==> src/rtl/shift_pkg.sv <==
package shift_pkg;

  localparam int DATA_W = 32;
  localparam int AMT_W  = $clog2(DATA_W);

  typedef enum logic [2:0] {
    OP_LSL      = 3'd0,
    OP_ASL_HOLD = 3'd1,
    OP_ASL      = 3'd2,
    OP_LSR      = 3'd3,
    OP_ASR      = 3'd4,
    OP_ASR_RND  = 3'd5,
    OP_RSV6     = 3'd6,
    OP_RSV7     = 3'd7
  } shiftOp_e;

  // strobes from control to datapath
  typedef struct packed {
    logic dirLeft;    // mirror operand so the right shifter moves left
    logic fillSign;   // fill vacated bits with operand MSB
    logic keepMsb;    // hold result MSB at operand MSB
    logic ovfEn;      // report lost sign information
    logic roundCarry; // carry = negative and sticky
    logic bypass;     // pass operand, clear carry and overflow
  } shiftCtrl_t;

  function automatic logic [DATA_W-1:0] mirror(input logic [DATA_W-1:0] v);
    logic [DATA_W-1:0] m;
    for (int i = 0; i < DATA_W; i++) m[i] = v[DATA_W-1-i];
    return m;
  endfunction

endpackage

==> src/rtl/shift_ctrl.sv <==
module shift_ctrl
  import shift_pkg::*;
(
  input  logic [2:0]       opIn,
  input  logic [AMT_W-1:0] amtIn,
  output shiftCtrl_t       ctrlOut
);

  logic amtZero;
  assign amtZero = (amtIn == '0);

  always_comb begin
    ctrlOut = '0;
    unique case (shiftOp_e'(opIn))
      OP_LSL:      ctrlOut.dirLeft = 1'b1;
      OP_ASL_HOLD: begin
        ctrlOut.dirLeft = 1'b1;
        ctrlOut.keepMsb = 1'b1;
      end
      OP_ASL: begin
        ctrlOut.dirLeft = 1'b1;
        ctrlOut.ovfEn   = 1'b1;
      end
      OP_LSR:      ;
      OP_ASR:      ctrlOut.fillSign = 1'b1;
      OP_ASR_RND: begin
        ctrlOut.fillSign   = 1'b1;
        ctrlOut.roundCarry = 1'b1;
      end
      default:     ctrlOut.bypass = 1'b1;
    endcase
    if (amtZero) ctrlOut.bypass = 1'b1;
  end

endmodule

==> src/rtl/shift_datapath.sv <==
module shift_datapath
  import shift_pkg::*;
#(
  parameter int W  = DATA_W,
  parameter int AW = $clog2(W)
)(
  input  shiftCtrl_t     ctrlIn,
  input  logic [AW-1:0]  amtIn,
  input  logic [W-1:0]   operandIn,
  output logic [W-1:0]   resultOut,
  output logic           carryOut,
  output logic           ovfOut
);

  localparam int STAGES = AW;

  logic [W-1:0] frameIn;
  logic         fillBit;
  logic [W-1:0] dataStg [STAGES+1];
  logic [W-1:0] maskStg [STAGES+1];

  assign frameIn    = ctrlIn.dirLeft ? mirror(operandIn) : operandIn;
  assign fillBit    = ctrlIn.fillSign & operandIn[W-1];
  assign dataStg[0] = frameIn;
  assign maskStg[0] = '1;

  // logarithmic right shifter; a parallel ones-vector tracks kept positions
  generate
    for (genvar k = 0; k < STAGES; k++) begin : g_stage
      localparam int D = 2 ** k;
      assign dataStg[k+1] = amtIn[k] ? {{D{fillBit}}, dataStg[k][W-1:D]} : dataStg[k];
      assign maskStg[k+1] = amtIn[k] ? {{D{1'b0}},    maskStg[k][W-1:D]} : maskStg[k];
    end
  endgenerate

  logic [W-1:0] shifted;
  logic [W-1:0] lostMask;   // frame positions that left the word
  logic [W-1:0] shapedRes;
  logic         sticky;
  logic         lastOut;
  logic         signDiff;
  logic [AW-1:0] amtDec;

  assign shifted   = ctrlIn.dirLeft ? mirror(dataStg[STAGES]) : dataStg[STAGES];
  assign lostMask  = ~mirror(maskStg[STAGES]);
  assign shapedRes = ctrlIn.keepMsb ? {operandIn[W-1], shifted[W-2:0]} : shifted;
  assign sticky    = |(frameIn & lostMask);
  assign amtDec    = amtIn - 1'b1;
  assign lastOut   = ctrlIn.keepMsb ? frameIn[amtIn] : frameIn[amtDec];
  assign signDiff  = |((frameIn ^ {W{shapedRes[W-1]}}) & lostMask);

  always_comb begin
    if (ctrlIn.bypass) begin
      resultOut = operandIn;
      carryOut  = 1'b0;
      ovfOut    = 1'b0;
    end else begin
      resultOut = shapedRes;
      carryOut  = ctrlIn.roundCarry ? (operandIn[W-1] & sticky) : lastOut;
      ovfOut    = ctrlIn.ovfEn & signDiff;
    end
  end

endmodule

==> src/rtl/shift_flag_unit.sv <==
module shift_flag_unit
  import shift_pkg::*;
#(
  parameter int W       = DATA_W,
  parameter int OUT_REG = 1
)(
  input  logic                 clk,
  input  logic                 rstN,
  input  logic [2:0]           opIn,
  input  logic [$clog2(W)-1:0] amtIn,
  input  logic [W-1:0]         operandIn,
  output logic [W-1:0]         resultOut,
  output logic                 carryOut,
  output logic                 overflowOut,
  output logic                 zeroOut,
  output logic                 negOut
);

  localparam int AW = $clog2(W);

  shiftCtrl_t   ctrl;
  logic [W-1:0] dpResult;
  logic         dpCarry;
  logic         dpOvf;
  logic         dpZero;
  logic         dpNeg;

  shift_ctrl u_ctrl (
    .opIn    (opIn),
    .amtIn   (amtIn),
    .ctrlOut (ctrl)
  );

  shift_datapath #(.W(W), .AW(AW)) u_dp (
    .ctrlIn    (ctrl),
    .amtIn     (amtIn),
    .operandIn (operandIn),
    .resultOut (dpResult),
    .carryOut  (dpCarry),
    .ovfOut    (dpOvf)
  );

  assign dpZero = (dpResult == '0);
  assign dpNeg  = dpResult[W-1];

  generate
    if (OUT_REG != 0) begin : g_reg
      always_ff @(posedge clk or negedge rstN) begin
        if (!rstN) begin
          resultOut   <= '0;
          carryOut    <= 1'b0;
          overflowOut <= 1'b0;
          zeroOut     <= 1'b0;
          negOut      <= 1'b0;
        end else begin
          resultOut   <= dpResult;
          carryOut    <= dpCarry;
          overflowOut <= dpOvf;
          zeroOut     <= dpZero;
          negOut      <= dpNeg;
        end
      end


      reg_latency_chk: assert property (@(posedge clk) disable iff (!rstN)
        $past(rstN) |-> (resultOut == $past(dpResult)) && (carryOut == $past(dpCarry)));
    end else begin : g_comb
      assign resultOut   = dpResult;
      assign carryOut    = dpCarry;
      assign overflowOut = dpOvf;
      assign zeroOut     = dpZero;
      assign negOut      = dpNeg;
    end
  endgenerate


  zero_amt_chk: assert property (@(posedge clk) disable iff (!rstN)
    (amtIn == '0) |-> (dpResult == operandIn) && !dpCarry && !dpOvf);


  hold_sign_chk: assert property (@(posedge clk) disable iff (!rstN)
    (opIn == 3'd1) |-> (dpResult[W-1] == operandIn[W-1]) && !dpOvf);


  lsl_no_ovf_chk: assert property (@(posedge clk) disable iff (!rstN)
    (opIn == 3'd0) |-> !dpOvf);


  asr_sign_chk: assert property (@(posedge clk) disable iff (!rstN)
    (opIn == 3'd4) |-> (dpResult[W-1] == operandIn[W-1]));


  rnd_carry_chk: assert property (@(posedge clk) disable iff (!rstN)
    (opIn == 3'd5) && dpCarry |-> operandIn[W-1] && (amtIn != '0));


  reserved_chk: assert property (@(posedge clk) disable iff (!rstN)
    (opIn[2:1] == 2'b11) |-> (dpResult == operandIn) && !dpCarry && !dpOvf);

endmodule

==> config.mk <==
export PLATFORM = sky130hd
export DESIGN_NAME = shift_flag_unit
export DESIGN_NICKNAME = d
export VERILOG_FILES = /design/src/rtl/shift_pkg.sv /design/src/rtl/shift_ctrl.sv /design/src/rtl/shift_datapath.sv /design/src/rtl/shift_flag_unit.sv
export SDC_FILE = /design/constraint.sdc
export NUM_CORES = 1
export LEC_CHECK = 0
export BUFFER_PORTS_ARGS = -buffer_cell sky130_fd_sc_hd__clkbuf_2
export CORE_ASPECT_RATIO = 0.7
export CORE_MARGIN = 5
export CORE_UTILIZATION = 55
export DETAILED_ROUTE_END_ITERATION = 12
export HOLD_SLACK_MARGIN = 0.05
export PLACE_DENSITY_LB_ADDON = 0.3
export SETUP_SLACK_MARGIN = 0.05
export SYNTH_ARGS = -nofsm -noshare
export SYNTH_HDL_FRONTEND = slang
export SYNTH_SLANG_ARGS = --single-unit
export TNS_END_PERCENT = 20
==> constraint.sdc <==
create_clock -name clk -period 0.9 [get_ports clk]
set_input_delay 0.18 -clock clk [delete_from_list [all_inputs] [get_ports clk]]
set_output_delay 0.18 -clock clk [all_outputs]
set_load 0.03 [all_outputs]
==> flow_summary.yaml, run 1 <==
yosys:
  yosys.area.top_type_share_pct: 16.0
  synth-edff-count: 0
  async_reset_ff_share_pct: 100
  syn-instance-count: 732
  ys_top_cells_by_area: "mux4_2 16%, dfrtp_1 15%, mux2i_1 15%, o21ai_0 4.8%, nand2_1 4.7%"
  yosysTopAreaCell: "mux4_2"
  syn_area_um2: 5890
  syn_nets: 778
  avgSynthCellArea_um2: 8.05
  seq_area_frac_synth_pct: 14.9
  ys_ff_latch: 35
  yosysWarnings: 0
  synth_flop_cell: "dfrtp_1"
  yosysUniqueCellTypes: 70
floorplanning:
  dieWidth_um: 134
  fp.dieH_um: 96.6
  start_util_pct: 56.7
  ios: 78
  num_rows: 31
clocking:
  root_buffer: "clkbuf_16"
  cts_made_buffers: 5
  clk_path_buf_depth: 2
  ctsHtreeMaxLevel: 2
  clkSinkCount: 35
placement:
  io_buffer_count: 77
  hpwl_um: 26900
  dpl_worst_slack_ns: -2.58
  place.gp.congestion: 1.36
global_route:
  grt_pass1_vias: 12129
  grt_usage_pct: 80.8
  grt_max_degree: 36
  grt_pass1_wl_um: 79100
  overflow: 127
run_status:
  status: "aborted with a tool error"
  stop_stage: "global routing (5_1_grt)"
  stop_error: "[ERROR GRT-0116] Global routing finished with congestion. Check the congestion regions in the DRC Viewer."
cell usage after synthesis, drive strengths merged (17+ instances only):
master  number
mux2i       86
nand2       74
nor2        61
o21ai       57
a21oi       49
clkbuf      46
mux4        42
dfrtp       35
buf         22
inv         20
nand3       17
nor3        17
what timing repair did:
action,4_1_cts
gates cloned,1
hold buffers,1
endpoints found under the hold margin,35
gates resized for setup,151
pin swaps,11
setup endpoints to repair,71
buffers inserted,10
cell families after synthesis:
kind of cell / synth area share [%]
AO/OA/AOI/OAI: 27.6
AND/OR/NAND/NOR: 16.8
multiplexers: 33.3
buffers and inverters: 6.30
flip-flops: 14.9
adder cells (fa/ha/maj): 1.02
XOR/XNOR: 0.149
per-layer routing:
metal | GRT overflow | GRT usage (%)
met1 | 0 | 81.6
met2 | 72 | 89.0
met3 | 7 | 73.3
met4 | 48 | 80.4
met5 | 0 | 45.6
per-stage QoR:
step,hold slack [ns],util [%],instances,cell area (um^2)
floorplan,-0.116,-,732,6100
global placement,0.147,83.7,1175,8700
detailed placement,0.152,83.7,1175,8700
CTS,0.293,92.2,1195,9590
==> run 2, diff against run 1 <==
--- a/config.mk
+++ b/config.mk
@@ -6,13 +6,10 @@
 export NUM_CORES = 1
 export LEC_CHECK = 0
 export BUFFER_PORTS_ARGS = -buffer_cell sky130_fd_sc_hd__clkbuf_2
-export CORE_ASPECT_RATIO = 0.7
 export CORE_MARGIN = 5
-export CORE_UTILIZATION = 55
+export CORE_UTILIZATION = 40
 export DETAILED_ROUTE_END_ITERATION = 12
-export HOLD_SLACK_MARGIN = 0.05
-export PLACE_DENSITY_LB_ADDON = 0.3
-export SETUP_SLACK_MARGIN = 0.05
+export PLACE_DENSITY_LB_ADDON = 0.15
 export SYNTH_ARGS = -nofsm -noshare
 export SYNTH_HDL_FRONTEND = slang
 export SYNTH_SLANG_ARGS = --single-unit
==> flow_summary.yaml, run 2 <==
run_status:
  status: "finished, violations left"
  failed_checks: "setup timing"
timing:
  timing_hold_violations_final: 0
  period_share_pct: 356
  rsz0062_at_grt: "yes"
  relSlewSlack_pct: 37.5
  fmax_mhz: 313
  worst_pin_slew_ns: 0.932
  min_period_ns: 3.20
  setup_tns_ns: -61.34
  setup_viol_count_final: 71
  slew_violations: 0
  worst_slack_ns: -2.30
pwr:
  p_sw_share_pct: 42.9
  max-vdd-ir-drop_mv: 0.694
  p_switching_mw: 5.07
  intPower_mw: 6.75
  p_leak_nw: 4.71
  clkPwrFrac_pct: 14.4
  pwr-share-seq_pct: 16.6
  combPwrFrac_pct: 69.0
  powerDensity_nw_per_um2: 1120
placement:
  postPlaceCellArea_um2: 9090
  io_buffer_count: 77
  dpl_worst_slack_ns: -2.86
  place.gp.congestion: 1.08
  hpwl_um: 28300
  dp.cells: 1273
yosys:
  synthTopCellsByCount: "86 x mux2i_1, 74 x nand2_1, 61 x nor2_1"
  synth_flop_cell: "dfrtp_1"
  seq_area_frac_synth_pct: 14.9
  synth-edff-count: 0
  ys_ff_latch: 35
  yosysWarnings: 0
  ys_top_cells_by_area: "mux4_2 16%, dfrtp_1 15%, mux2i_1 15%, o21ai_0 4.8%, nand2_1 4.7%"
  yosys.area.top_type_share_pct: 16.0
  yosysTopAreaCell: "mux4_2"
  yosysUniqueCellTypes: 70
  syn_area_um2: 5890
  syn-instance-count: 732
  avgSynthCellArea_um2: 8.05
  syn_nets: 778
  async_reset_ff_share_pct: 100
  synth_most_common_cell: "mux2i_1"
critical_path:
  cp_top_family: "simple AND/OR/NAND/NOR gates"
  path_buf_inv: 2
  crit_fanout: 5
  crit_path_frequent_cell: "mux4_2"
  slowest_stage: "mux4_2"
  worstPathArrival_ns: 3.39
  slowest_delay_ns: 0.55
  cp-startpoint: "opIn[0]"
  cp-end-kind: "flop"
  crit_required_ns: 1.09
  critical_path.startpoint_type: "input pin"
  worst-path-stages: 11
  path_cells: "buf_8 -> a21oi_4 -> buf_12 -> mux4_2 -> mux4_2 -> a21o_1 -> a41oi_2 -> o311ai_2 -> or4_4 -> or4b_1 -> nor4_2"
  path_class: "in -> reg"
clocking:
  cts_tree: "done"
  root_buffer: "clkbuf_16"
  path_clk_slew_ns: 0.05
  clk_path_buf_depth: 2
  cts_made_buffers: 5
  ctsHtreeMaxLevel: 2
  clkSinkCount: 35
route:
  ant_nets: 0
  num_vias: 9170
  first_pass_iters: 6
  routed_wl_um: 38700
  vias_per_cell: 7.04
  drcViolationCount: 0
  wl_per_cell_um: 29.7
  drtIter0Drc: 1564
hold_path:
  hold_start: "opIn[0]"
  whs_path_depth: 5
  hold_path.class: "in -> reg"
final_layout:
  largest_reg_flops: 32
  drive_gt1_share_pct: 55.7
  final_area_um2: 10500
  n_antenna_cell: 0
  nets: 1165
  final_core_util_pct: 72.6
  top_register: "resultOut"
  area_growth_pct: 78.2
  layout_commonest_cell: "buf_4"
  final_cell_count_no_fill: 1303
  final_cell_mix: "340 x buf_4, 71 x nand2_1, 56 x nor2_1, 54 x mux2i_1, 42 x mux4_2"
flow_run:
  cap_violations: 0
global_route:
  antenna_found_initial: 1
  grt_pass1_wl_um: 54300
  grt_max_degree: 36
  grt_usage_pct: 40.2
  grt_pass1_vias: 8758
  overflow: 0
floorplanning:
  start_util_pct: 40.7
  core_um2: 14500
  ios: 78
  dieWidth_um: 131
  num_rows: 44
  die-area_um2: 17300
  fp.dieH_um: 131
-- run 2: path summary, 6_finish.rpt --
| path | endpoint |
|---|---|
| max | zeroOut |
| min in group asynchronous | resultOut[13] |
| min | overflowOut |
| max in group asynchronous | resultOut[4] |
-- run 2: timing repair --
item                                    4_1_cts  5_1_grt
endpoints found under the hold margin        35        0
hold buffers                                  1        0
resized for setup                           144      137
endpoints found under the setup margin       71       71
pin swaps                                    17       18
setup buffers                                14       17
-- run 2: logic make-up after synthesis --
| group | synth area share [%] |
|---|---|
| xor gates and xnor gates | 0.149 |
| adders and majority gates | 1.02 |
| muxes | 33.3 |
| AOI/OAI and AO/OA | 27.6 |
| buffers and inverters | 6.30 |
| and+or+nand+nor | 16.8 |
| DFF | 14.9 |
-- run 2: tightest hold or removal path, cell delays in order --
cell     delay [ns]
buf_8          0.09
buf_4          0.13
nor2_1         0.05
nand3_1        0.08
nor3_1         0.04
-- run 2: cell type report --
type	instances	area (um^2)
Sequential cell	35	876
Multi-Input combinational cell	607	5370
Tap cell	184	230
Fill cell	1007	3970
Timing Repair Buffer	448	3800
Clock buffer	6	139
Clock inverter	1	5.00
Inverter	22	83.8
-- run 2: per-stage QoR --
step	total power [mW]	hold slack, ns
after CTS	10.8	0.317
after detailed placement	8.37	0.155
after floorplan	5.08	-0.116
after global placement	8.29	0.148
final	11.8	0.332
after global routing	12.1	0.335
-- run 2: per-layer routing --
layer / routed length [um] / share of wire [%] / vias to the layer above / global-route usage [%]
met1: 13600 / 35 / 4289 / 50.8
met2: 16800 / 43 / 955 / 61.4
met4: 3140 / 8.1 / 2 / 22.6
met3: 5160 / 13 / 286 / 11.7
li1: - / - / 3638 / -
met5: 13 / 0.034 / - / 0
-- run 2: power groups by stage --
stage          sequential, mW  clock (mW)  combinational, mW
5_1_grt                  1.98        1.76               8.36
3_3_place_gp             1.88           0               6.42
3_5_place_dp             1.88           0               6.48
4_1_cts                  1.89        1.67               7.26
6_report                 1.96        1.70               8.15
2_1_floorplan            2.33           0               2.74
Note: power is estimated with default switching activity, not from simulation.
==> run 3, diff against run 2 <==
==> constraint.sdc (replaced) <==
create_clock -name clk -period 0.9 [get_ports clk]
set_input_delay 0.045 -clock clk [delete_from_list [all_inputs] [get_ports clk]]
set_output_delay 0.045 -clock clk [all_outputs]
set_load 0.03 [all_outputs]
==> flow_summary.yaml, run 3 (same netlist as run 2, synthesis figures left out) <==
hold_path:
  whs_path_depth: 4
  hold_start: "operandIn[13]"
  hold_path_end: "resultOut[13]"
  hold_path.class: "in -> reg"
floorplanning:
  start_util_pct: 40.7
  core_um2: 14500
  ios: 78
  num_rows: 44
  fp.dieH_um: 131
  die-area_um2: 17300
  dieWidth_um: 131
critical_path:
  worstPathArrival_ns: 3.21
  path_class: "in -> reg"
  critical_path.startpoint_type: "input pin"
  cp-end-kind: "flop"
  crit_required_ns: 1.08
  crit_fanout: 5
global_route:
  grt_pass1_wl_um: 53500
  grt_usage_pct: 39.3
  antenna_found_initial: 0
  grt_pass1_vias: 8980
  overflow: 0
  grt_max_degree: 36
placement:
  place.gp.congestion: 1.12
  hpwl_um: 27500
  dpl_worst_slack_ns: -2.54
  io_buffer_count: 77
timing:
  relSlewSlack_pct: 54.2
  setup_viol_count_final: 35
  period_share_pct: 337
  worst_slack_ns: -2.14
  rsz0062_at_grt: "yes"
  fmax_mhz: 329
  worst_pin_slew_ns: 0.682
  setup_tns_ns: -50.64
  timing_hold_violations_final: 0
  slew_violations: 0
  min_period_ns: 3.04
final_layout:
  drive_gt1_share_pct: 56.1
  fill_cells: 1139
  largest_reg_flops: 32
  final_core_util_pct: 70.9
  top_register: "resultOut"
  area_growth_pct: 74.3
  n_antenna_cell: 0
  final_cell_mix: "343 x buf_4, 71 x clkbuf_2, 68 x nand2_1, 59 x mux2i_1, 55 x nor2_1"
  layout_commonest_cell: "buf_4"
  nets: 1175
pwr:
  power_mw: 11.1
  powerDensity_nw_per_um2: 1080
  p_leak_nw: 4.71
  max-vdd-ir-drop_mv: 0.724
route:
  wl_per_cell_um: 27.5
  num_vias: 8975
  routed_wl_um: 36100
  drcViolationCount: 0
  drtIter0Drc: 1294
  first_pass_iters: 6
  vias_per_cell: 6.84
  ant_nets: 0
clocking:
  clkSinkCount: 35
  path_clk_slew_ns: 0.05
  clk_path_buf_depth: 2
  root_buffer: "clkbuf_16"
  ctsHtreeMaxLevel: 2
  cts_made_buffers: 5
  cts_tree: "done"
run_status:
  status: "finished, violations left"
  failed_checks: "setup timing"
flow_run:
  cap_violations: 0
-- run 3: cell types whose count changed in the layout (fill, tap and decap cells not counted), sizes merged --
cell / change
buf: -27
a21o: +1
bufbuf: +1
clkbuf: +35
-- run 3: what timing repair did --
action / 4_1_cts / 5_1_grt
cloned: 2 / 0
buffers inserted: 22 / 8
endpoints found under the hold margin: 35 / 0
pin swaps: 27 / 16
resized for setup: 120 / 67
setup endpoints to repair: 35 / 37
hold buffers: 1 / 0
-- run 3: final cells by class --
cell class,count,area (um^2),area share (%)
tap,184,230,2.24
sequential,35,876,8.53
clock inverter,1,5.00,0.0487
multi-input combinational,608,5360,52.2
clock buffer,6,139,1.35
inverter,22,83.8,0.816
timing repair buffer,457,3580,34.8
-- run 3: through the flow --
stage / hold slack [ns] / instance area [um^2] / cells
floorplan: -0.251 / 6100 / 732
global placement: 0.0131 / 9080 / 1277
detailed placement: 0.0175 / 9080 / 1277
CTS: 0.193 / 9950 / 1307
global route: 0.209 / 10300 / 1313
finish: 0.211 / 10300 / 1313
-- run 3: how the worst max path moves through the flow --
stage                        from  slack, ns  endpoint
final                     opIn[0]      -2.14   zeroOut
after CTS                 opIn[0]      -2.11   zeroOut
after detailed placement  opIn[0]      -2.54   zeroOut
after floorplan           opIn[1]      -2.10   zeroOut
after global routing      opIn[0]      -2.21   zeroOut
after global placement    opIn[0]      -2.48   zeroOut
-- run 3: where the power goes --
part	internal, mW	switching (mW)	leakage (nW)	total, mW
Sequential	1.79	0.0589	0.431	1.85
Combinational	3.52	4.08	4.21	7.60
Clock	1.08	0.570	0.0727	1.65
-- run 3: critical path, stage by stage --
cell	delay, ns
clkbuf_16	0.13
a21oi_4	0.16
buf_12	0.14
mux4_2	0.52
mux4_2	0.52
a21o_1	0.21
a41oi_2	0.16
o311ai_1	0.16
or4_4	0.51
or4b_4	0.50
nor4_2	0.14
-- run 3: per-layer routing --
layer  track usage [%]  up-vias  part of all wire [%]
li1                  -     3667                     -
met3              8.79      276                    12
met5                 0        -                     0
met4              26.7        0                   9.1
met2              60.3      792                    42
met1              49.2     4240                    36
==> run 4, diff against run 3 <==
--- a/config.mk
+++ b/config.mk
@@ -10,6 +10,7 @@
 export CORE_UTILIZATION = 40
 export DETAILED_ROUTE_END_ITERATION = 12
 export PLACE_DENSITY_LB_ADDON = 0.15
+export RECOVER_POWER = 100
 export SYNTH_ARGS = -nofsm -noshare
 export SYNTH_HDL_FRONTEND = slang
 export SYNTH_SLANG_ARGS = --single-unit
==> flow_summary.yaml, run 4 (same netlist as run 2, synthesis figures left out) <==
timing:
  period_share_pct: 336
  worst_slack_ns: -2.13
  timing_hold_violations_final: 0
  relSlewSlack_pct: 53.9
  min_period_ns: 3.03
  rsz0062_at_grt: "yes"
  fmax_mhz: 330
  setup_viol_count_final: 35
  hold_slack_ns: 0.214
  slew_violations: 0
  worst_pin_slew_ns: 0.688
final_layout:
  layout_commonest_cell: "buf_4"
  largest_reg_flops: 32
  n_antenna_cell: 0
  top_register: "resultOut"
  area_growth_pct: 74.1
  final_cell_mix: "343 x buf_4, 71 x clkbuf_2, 68 x nand2_1, 59 x mux2i_1, 55 x nor2_1"
  drive_gt1_share_pct: 56.1
  fill_cells: 1141
  nets: 1175
  final_area_um2: 10300
clocking:
  ctsHtreeMaxLevel: 2
  clkSinkCount: 35
  root_buffer: "clkbuf_16"
  cts_made_buffers: 5
  clk_path_buf_depth: 2
  path_clk_slew_ns: 0.05
  cts_tree: "done"
critical_path:
  worstPathArrival_ns: 3.21
  path_class: "in -> reg"
  cp-end-kind: "flop"
  crit_fanout: 6
  critical_path.startpoint_type: "input pin"
  crit_required_ns: 1.08
global_route:
  grt_max_degree: 36
  grt_pass1_vias: 8980
  grt_pass1_wl_um: 53500
  overflow: 0
  grt_usage_pct: 39.3
  antenna_found_initial: 0
route:
  wl_per_cell_um: 27.5
  first_pass_iters: 6
  ant_nets: 0
  drcViolationCount: 0
  routed_wl_um: 36100
  vias_per_cell: 6.83
  num_vias: 8971
  drtIter0Drc: 1301
placement:
  io_buffer_count: 77
  postPlaceCellArea_um2: 9080
  hpwl_um: 27500
  place.gp.congestion: 1.12
flow_run:
  cap_violations: 0
run_status:
  failed_checks: "setup timing"
  status: "finished, violations left"
hold_path:
  whs_path_depth: 4
  hold_path.class: "in -> reg"
floorplanning:
  start_util_pct: 40.7
  num_rows: 44
  core_um2: 14500
  die-area_um2: 17300
  ios: 78
  fp.dieH_um: 131
  dieWidth_um: 131
pwr:
  max-vdd-ir-drop_mv: 0.726
  p_leak_nw: 4.71
  powerDensity_nw_per_um2: 1080
## run 4: cell count changes in the layout (fill, tap and decap cells not counted)
cell	previous run	this run
clkbuf_4	0	1
buf_12	13	12
## run 4: layout make-up
| type | count | area, um^2 | area share (%) |
|---|---|---|---|
| Tap cell | 184 | 230 | 2.24 |
| Clock inverter | 1 | 5.00 | 0.0488 |
| Clock buffer | 6 | 139 | 1.35 |
| Sequential cell | 35 | 876 | 8.54 |
| Timing Repair Buffer | 457 | 3570 | 34.8 |
| Inverter | 22 | 83.8 | 0.817 |
| Multi-Input combinational cell | 608 | 5360 | 52.2 |
## run 4: per-layer routing
metal	part of all wire, %	track usage [%]	wire length, um	up-vias
li1	-	-	-	3669
met1	36	49.2	13100	4210
met5	0	0	0	-
met3	12	8.79	4440	274
met2	42	60.3	15200	818
met4	9.1	26.7	3300	0
## run 4: report_power, final
group	internal [mW]	switching (mW)	total, mW	leakage (nW)
Sequential	1.79	0.0590	1.85	0.431
Combinational	3.51	4.09	7.60	4.20
Clock	1.08	0.570	1.65	0.0727
## run 4: per-stage QoR
stage	setup WS, ns	TNS [ns]	power [mW]	cells	utilization, %
3_3_place_gp	-2.48	-65.59	8.23	1277	62.7
3_5_place_dp	-2.54	-67.61	8.31	1277	62.7
6_report	-2.13	-50.58	11.1	1313	70.9
2_1_floorplan	-2.10	-47.93	5.08	732	-
5_1_grt	-2.21	-52.12	11.5	1313	70.9
4_1_cts	-2.11	-47.80	10.6	1307	68.8
## run 4: worst max-delay path: stages
cell,delay [ns]
clkbuf_16,0.13
a21oi_4,0.16
buf_12,0.14
buf_12,0.12
mux4_2,0.53
buf_4,0.17
mux4_2,0.50
mux4_2,0.52
nand2_4,0.11
a31oi_1,0.12
or4_1,0.44
nor4_2,0.22
## run 4: worst paths after layout
kind	start	endpoint	slack (ns)
min in group asynchronous	rstN	resultOut[19]	0.38
hold / removal	operandIn[13]	resultOut[13]	0.21
setup / recovery	opIn[0]	zeroOut	-2.13
max in group asynchronous	rstN	zeroOut	0.20
## run 4: repair_timing
item | in CTS | in global routing
gates resized for setup | 120 | 67
pin swaps | 27 | 16
setup endpoints to repair | 35 | 37
gates cloned | 2 | 0
hold buffers | 1 | 0
endpoints found under the hold margin | 35 | 0
setup buffers | 22 | 8
